`src/rtl/tdc_pkg.sv`:
```
package tdc_pkg;

    typedef enum logic [5:0] {
        ST_WAIT_START     = 6'h00,
        ST_WAIT_START_CNT = 6'h04,
        ST_IDLE           = 6'h06,
        ST_CLEAR          = 6'h07,
        ST_WAIT_STOP      = 6'h08,
        ST_WAIT_STOP_CNT  = 6'h0C,
        ST_LATCH          = 6'h0E,
        ST_POWERUP        = 6'h0F,
        ST_CLEAR_WAIT     = 6'h16,
        ST_ARM_FALL       = 6'h1E,
        ST_FORCE_STOP     = 6'h2E
    } tdc_state_e;

    typedef enum logic [1:0] {
        CMD_CLEAR     = 2'd0,
        CMD_RUN_EDGE  = 2'd1,
        CMD_RUN_LEVEL = 2'd2,
        CMD_ABORT     = 2'd3
    } tdc_cmd_e;

endpackage

```
`src/rtl/tdc_sync2.sv`:
```
module tdc_sync2 #(
    parameter int WIDTH  = 2,
    parameter int STAGES = 2
) (
    input  logic             clk,
    input  logic             rst_n,
    input  logic [WIDTH-1:0] async_in,
    output logic [WIDTH-1:0] sync_out
);
    logic [WIDTH-1:0] stage_q [STAGES];
    logic [WIDTH-1:0] stage_d [STAGES];

    always_comb begin
        stage_d[0] = async_in;
        for (int i = 1; i < STAGES; i++) stage_d[i] = stage_q[i-1];
    end

    generate
        for (genvar g = 0; g < STAGES; g++) begin : g_stage
            always_ff @(posedge clk) begin
                if (!rst_n) stage_q[g] <= '0;
                else        stage_q[g] <= stage_d[g];
            end
        end
    endgenerate

    assign sync_out = stage_q[STAGES-1];
endmodule

```
`src/rtl/tdc_sat_sel.sv`:
```
module tdc_sat_sel #(
    parameter int RESULT_W = 25,
    parameter int CODE_W   = 4,
    parameter int MIN_CODE = 3
) (
    input  logic [CODE_W-1:0]   code,
    output logic [RESULT_W-1:0] mask
);
    // The highest code maps to the top result bit; lower codes step down.
    localparam int MAX_CODE = (1 << CODE_W) - 1;
    localparam int OFFSET   = RESULT_W - 1 - MAX_CODE;

    int unsigned bit_idx;

    always_comb begin
        if (int'(code) < MIN_CODE) bit_idx = RESULT_W - 1;  // unsupported codes fall back to the widest limit
        else                       bit_idx = int'(code) + OFFSET;
    end

    generate
        for (genvar g = 0; g < RESULT_W; g++) begin : g_mask
            assign mask[g] = (bit_idx == g);
        end
    endgenerate
endmodule

```
`src/rtl/tdc_stop_cnt.sv`:
```
module tdc_stop_cnt #(
    parameter int CNT_W = 16
) (
    input  logic             clk,
    input  logic             rst_n,
    input  logic             load,
    input  logic [CNT_W-1:0] load_val,
    input  logic             dec,
    output logic             last
);
    logic [CNT_W-1:0] cnt_d, cnt_q;

    always_comb begin
        cnt_d = cnt_q;
        if (load)     cnt_d = load_val;
        else if (dec) cnt_d = cnt_q - CNT_W'(1);
    end

    always_ff @(posedge clk) begin
        if (!rst_n) cnt_q <= '0;
        else        cnt_q <= cnt_d;
    end

    assign last = (cnt_q <= CNT_W'(1));
endmodule

```
`src/rtl/tdc_ctrl.sv`:
```
module tdc_ctrl
    import tdc_pkg::*;
#(
    parameter int RESULT_W = 25,
    parameter int CODE_W   = 4,
    parameter int CNT_W    = 16,
    parameter int SYNC_N   = 2
) (
    input  logic                clk,
    input  logic                rst_n,
    input  logic                cmd_valid,
    input  logic [1:0]          cmd,
    input  logic [CODE_W-1:0]   sat_code,
    input  logic                start_pol,
    input  logic                stop_pol,
    input  logic                stop_cnt_en,
    input  logic [CNT_W-1:0]    stop_cnt_load,
    input  logic                start_in,
    input  logic                stop_in,
    output logic [RESULT_W-1:0] result,
    output logic                done,
    output logic                sat,
    output logic [5:0]          state_code
);
    localparam logic [RESULT_W-1:0] EDGE_STEP = RESULT_W'(2);

    typedef struct packed {
        tdc_state_e          state;
        logic [RESULT_W-1:0] result;
        logic                done;
        logic                sat;
        logic                edge_mode;
        logic                cnt_mode;
        logic                start_prev;
        logic                stop_prev;
    } tdc_regs_t;

    tdc_regs_t r_d, r_q;

    logic [1:0]          sync_lines;
    logic [RESULT_W-1:0] sat_mask;
    logic                cnt_load, cnt_dec, cnt_last;
    logic                start_act, stop_act, stop_edge, start_fall, sat_hit;
    tdc_cmd_e            cmd_e;

    tdc_sync2 #(.WIDTH(2), .STAGES(SYNC_N)) u_sync (
        .clk      (clk),
        .rst_n    (rst_n),
        .async_in ({stop_in, start_in}),
        .sync_out (sync_lines)
    );

    tdc_sat_sel #(.RESULT_W(RESULT_W), .CODE_W(CODE_W), .MIN_CODE(3)) u_sat (
        .code (sat_code),
        .mask (sat_mask)
    );

    tdc_stop_cnt #(.CNT_W(CNT_W)) u_cnt (
        .clk      (clk),
        .rst_n    (rst_n),
        .load     (cnt_load),
        .load_val (stop_cnt_load),
        .dec      (cnt_dec),
        .last     (cnt_last)
    );

    always_comb begin
        cmd_e      = tdc_cmd_e'(cmd);
        start_act  = sync_lines[0] ^ start_pol;
        stop_act   = sync_lines[1] ^ stop_pol;
        stop_edge  = stop_act & ~r_q.stop_prev;
        start_fall = r_q.start_prev & ~start_act;
        sat_hit    = |(r_q.result & sat_mask);

        r_d            = r_q;
        r_d.start_prev = start_act;
        r_d.stop_prev  = stop_act;
        cnt_load       = 1'b0;
        cnt_dec        = 1'b0;

        unique case (r_q.state)
            ST_IDLE: begin
                if (cmd_valid) begin
                    if (cmd_e == CMD_CLEAR) begin
                        r_d.result = '0;
                        r_d.done   = 1'b0;
                        r_d.sat    = 1'b0;
                    end else if (cmd_e == CMD_RUN_EDGE || cmd_e == CMD_RUN_LEVEL) begin
                        r_d.state     = ST_CLEAR;
                        r_d.result    = '0;
                        r_d.done      = 1'b0;
                        r_d.sat       = 1'b0;
                        r_d.edge_mode = (cmd_e == CMD_RUN_EDGE);
                        r_d.cnt_mode  = stop_cnt_en;
                        cnt_load      = 1'b1;
                    end
                end
            end
            ST_CLEAR: begin
                if (r_q.edge_mode)     r_d.state = ST_ARM_FALL;
                else if (r_q.cnt_mode) r_d.state = ST_WAIT_START_CNT;
                else                   r_d.state = ST_WAIT_START;
            end
            ST_ARM_FALL: begin
                if (start_fall) r_d.state = r_q.cnt_mode ? ST_WAIT_START_CNT : ST_WAIT_START;
            end
            ST_WAIT_START, ST_WAIT_START_CNT: begin
                if (start_act) begin
                    r_d.state  = r_q.cnt_mode ? ST_WAIT_STOP_CNT : ST_WAIT_STOP;
                    r_d.result = r_q.result + EDGE_STEP;
                end
            end
            ST_WAIT_STOP: begin
                if (sat_hit) begin
                    r_d.state = ST_FORCE_STOP;
                    r_d.sat   = 1'b1;
                end else if (stop_act) begin
                    r_d.state = ST_LATCH;
                end else begin
                    r_d.result = r_q.result + EDGE_STEP;
                end
            end
            ST_WAIT_STOP_CNT: begin
                if (sat_hit) begin
                    r_d.state = ST_FORCE_STOP;
                    r_d.sat   = 1'b1;
                end else if (stop_edge && cnt_last) begin
                    r_d.state = ST_LATCH;
                end else begin
                    cnt_dec    = stop_edge;
                    r_d.result = r_q.result + EDGE_STEP;
                end
            end
            ST_FORCE_STOP: begin
                r_d.result = r_q.result + EDGE_STEP;  // one more cycle passes while stopping
                r_d.state  = ST_LATCH;
            end
            ST_LATCH: begin
                r_d.state = ST_IDLE;
                r_d.done  = 1'b1;
            end
            default: r_d.state = ST_IDLE;
        endcase

        if (cmd_valid && cmd_e == CMD_ABORT && r_q.state != ST_IDLE) r_d.state = ST_IDLE;
    end

    always_ff @(posedge clk) begin
        if (!rst_n) begin
            r_q        <= '0;
            r_q.state  <= ST_IDLE;
        end else begin
            r_q <= r_d;
        end
    end

    assign result     = r_q.result;
    assign done       = r_q.done;
    assign sat        = r_q.sat;
    assign state_code = r_q.state;
endmodule

```
`config.mk`:
```
export PLATFORM = sky130hd
export DESIGN_NAME = tdc_ctrl
export DESIGN_NICKNAME = d
export VERILOG_FILES = /design/src/rtl/tdc_pkg.sv /design/src/rtl/tdc_sync2.sv /design/src/rtl/tdc_sat_sel.sv /design/src/rtl/tdc_stop_cnt.sv /design/src/rtl/tdc_ctrl.sv
export SDC_FILE = /design/constraint.sdc
export NUM_CORES = 1
export LEC_CHECK = 0
export BUFFER_PORTS_ARGS = -buffer_cell sky130_fd_sc_hd__buf_4
export CORE_AREA = 4 4 88 90
export CTS_BUF_LIST = sky130_fd_sc_hd__clkbuf_8
export CTS_CLUSTER_SIZE = 10
export DETAILED_ROUTE_END_ITERATION = 7
export DIE_AREA = 0 0 92 94
export PLACE_DENSITY = 0.73
export SLEW_MARGIN = 0
export SYNTH_ARGS = -nofsm -noshare
export SYNTH_HDL_FRONTEND = slang
export SYNTH_SLANG_ARGS = --single-unit
```
`constraint.sdc`:
```
create_clock -name clk -period 3 [get_ports clk]
set_clock_uncertainty 0.1 [all_clocks]
set_input_delay 0 -clock clk [delete_from_list [all_inputs] [get_ports clk]]
set_output_delay 0 -clock clk [all_outputs]
set_load 0.05 [all_outputs]
```
==> impl_metrics.py <==
metrics = {
    "pwr": {
        "total_leakage_power_uw": 0.001766,
        "powerDensity_nw_per_um2": 573.5,
        "ir_drop_mv": 0.4080,
        "p_total_uw": 2631,
    },
    "final_layout": {
        "diodes": 0,
        "layout.nets": 562,
        "fin_cells": 624,
        "n_fill_cell": 588,
        "area_delta_synth_final_pct": 23.73,
        "drive_above_1_share": 0.1924,
    },
    "critical_path": {
        "crit_end": "u_cnt.cnt_q[1]",
        "path_class": "reg2reg",
        "crit_start": "state_code[0]",
        "r2r_start": "state_code[0]",
        "arrival_ns": 3.05,
        "reg2reg_depth": 8,
        "worstPathRequired_ns": 3.16,
        "start_kind": "register",
        "timing.rr.end": "u_cnt.cnt_q[1]",
        "cp_max_fo": 9,
        "reg2reg_slack_ns": 0.12,
        "critPathCaptureType": "register",
    },
    "placed_design": {
        "routabilityCongestion": 0.9512,
        "hpwl_mm": 6.113,
        "io_buffer_count": 61,
        "dp.cells": 569,
        "post-place-ws_ns": 0.2894,
    },
    "min_path": {
        "hold_path.class": "in2reg",
        "hp-start": "cmd_valid",
    },
    "clock_tree": {
        "clock_latency_ns": 0.32,
        "cts_tree": "built",
        "clock_path_buffers": 2,
        "clock_sinks": 56,
        "cts_buffers": 5,
        "clk_pin_slew_ns": 0.11,
        "ctsResizeCount": 0,
        "clock-root-buffer": "clkbuf_8",
        "htreeDepth": 2,
    },
    "sta": {
        "hold_violations": 0,
        "finalCritPeriodShare": 0.9614,
        "max_freq_ghz": 0.3467,
        "min_period_ns": 2.884,
        "fin_ws_ns": 0.1158,
        "whs_ns": 0.04982,
        "tns_ns": 0,
        "slew_violations": 0,
        "setup_viol": 0,
        "relSlewSlack": 0.6355,
        "worstMarginPinSlew_ns": 0.5431,
    },
    "synth": {
        "synth_fp_nets": 492,
        "avgSynthCellArea_um2": 8.166,
        "syn_inst": 454,
        "netlist_area_um2": 3707,
        "yosysTopAreaCellShare": 0.3024,
        "synth_commonest_cells": "56 x dfxtp_1, 32 x buf_4, 30 x nand3_1, 30 x o21ai_0, 25 x nor2_1",
        "synthFlopType": "dfxtp_1",
        "synth_edf_count": 0,
        "yosysMostFrequentCell": "dfxtp_1",
        "synth_area_leader_cell": "dfxtp_1",
        "synth.ff_latch_count": 56,
        "synth_area_leaders": "dfxtp_1 30%, buf_4 6.5%, nand3_1 4.0%, o21ai_0 4.0%, a21oi_1 3.2%",
        "yosysSeqAreaShare": 0.3024,
        "synth-async-reset-ratio": 0,
        "yosys_warnings": 0,
        "ys_types": 70,
    },
    "grt": {
        "grt_max_degree": 41,
        "overflow": 0,
        "antenna_found_initial": 0,
        "grt_pass1_wl_mm": 15.74,
        "grt_usage": 0.2192,
        "grt_pass1_vias": 3317,
    },
    "routing": {
        "via_per_inst": 5.790,
        "drt_wl_total_mm": 9.331,
        "drc_errors": 0,
        "wl_per_cell_um": 14.95,
        "first_pass_iters": 4,
        "ant_nets": 0,
        "via_count": 3613,
        "drt_iter0_drc": 213,
    },
    "floorplan": {
        "die_w_um": 92,
        "io_pins": 63,
        "row_count": 31,
        "die-area_um2": 8648,
        "initial_core_util": 0.5252,
        "coreArea_um2": 7059,
        "fp.dieH_um": 94,
    },
    "status": {
        "status": "completed",
    },
    "job": {
        "drv_cap": 0,
    },
}
==> logic make-up (layout without fill, tap and decap cells) <==
family                   after synthesis  count (layout)  synth area share
flip-flops                            56              56            0.3024
XOR/XNOR                               8               8           0.01890
adder cells (fa/ha/maj)                8               8           0.02700
other                                  1               1          0.001012
AO/OA/AOI/OAI                        124             124            0.2332
AND/OR/NAND/NOR                      175             175            0.2771
multiplexers                           8               8           0.02194
buffers and inverters                 74             145            0.1185
==> where the power goes <==
group | internal, uW | total [uW] | switching, uW
Sequential | 832 | 928 | 95.5
Combinational | 483 | 1210 | 726
Clock | 245 | 493 | 248
Total | 1560 | 2630 | 1070
==> layer usage <==
layer / vias up / track usage / part of all wire
li1: 1787 / - / -
met1: 1696 / 0.2737 / 0.42
met2: 116 / 0.3911 / 0.51
met3: 14 / 0.03446 / 0.051
met4: 0 / 0.06064 / 0.016
met5: - / 0 / 0
==> flip-flops by register name, summed over array words and instances (netlist names) <==
| name | count |
|---|---|
| r_q | 4 |
| state_code | 6 |
| u_cnt.cnt_q | 16 |
| done | 1 |
| result | 24 |
| u_sync.stage_q | 4 |
| sat | 1 |
==> area by class of cell <==
cell class	instances	area [um2]	share of cell area
Timing Repair Buffer	117	1006	0.2193
Tap cell	99	123.9	0.02700
Multi-Input combinational cell	324	2153	0.4694
Clock inverter	3	38.79	0.008456
Inverter	20	75.07	0.01637
Clock buffer	5	68.82	0.01500
Sequential cell	56	1121	0.2444
==> critical path, cell delays in order (launching register included) <==
cell and delay, ns:
dfxtp_1 0.37, nor2_1 0.26, nand3_1 0.23, or4b_4 0.57
nor2b_2 0.17, a21boi_4 0.34, nand4b_1 0.14, o211ai_1 0.11
dlygate4sd3_1 0.57
==> stage by stage <==
stage / util / area (um2)
floorplan: - / 3707
global placement: 0.5700 / 4024
detailed placement: 0.5700 / 4024
CTS: 0.6434 / 4542
global route: 0.6498 / 4587
finish: 0.6498 / 4587
==> placed cells by master (no fill, tap or decap), drive strengths merged, types with 3 or more instances in the layout <==
cell type and n:
nand3 30, buf 76, mux2i 7, a21oi 26
dlygate4sd3 41, inv 21, nand4 7, o31ai 10
a31oi 10, nor3b 4, nor2 27, o2111ai 3
clkbuf 5, nand3b 3, nand2b 5, o211ai 5
o21ai 33, a211oi 8, or3 17, xnor2 5
or4 13, a21o 6, o21a 3, nand2 19
dfxtp 56, xor2 3, nor4 3, ha 8
and2 9, nor2b 4, and3 16, nor3 9
==> worst min path at each step <==
| stage | to | cells after the start |
|---|---|---|
| floorplan | u_sync.stage_q[0][0] | 1 |
| global placement | u_sync.stage_q[0][1] | 2 |
| detailed placement | u_sync.stage_q[0][1] | 2 |
| CTS | done | 4 |
| global route | state_code[3] | 4 |
| finish | done | 4 |
==> repair_timing <==
item,4_1_cts,5_1_grt
hold endpoints to repair,24,0
setup endpoints to repair,0,1
setup buffers,0,6
hold buffers,41,0
No activity file was read; power rests on OpenSTA's default activity.
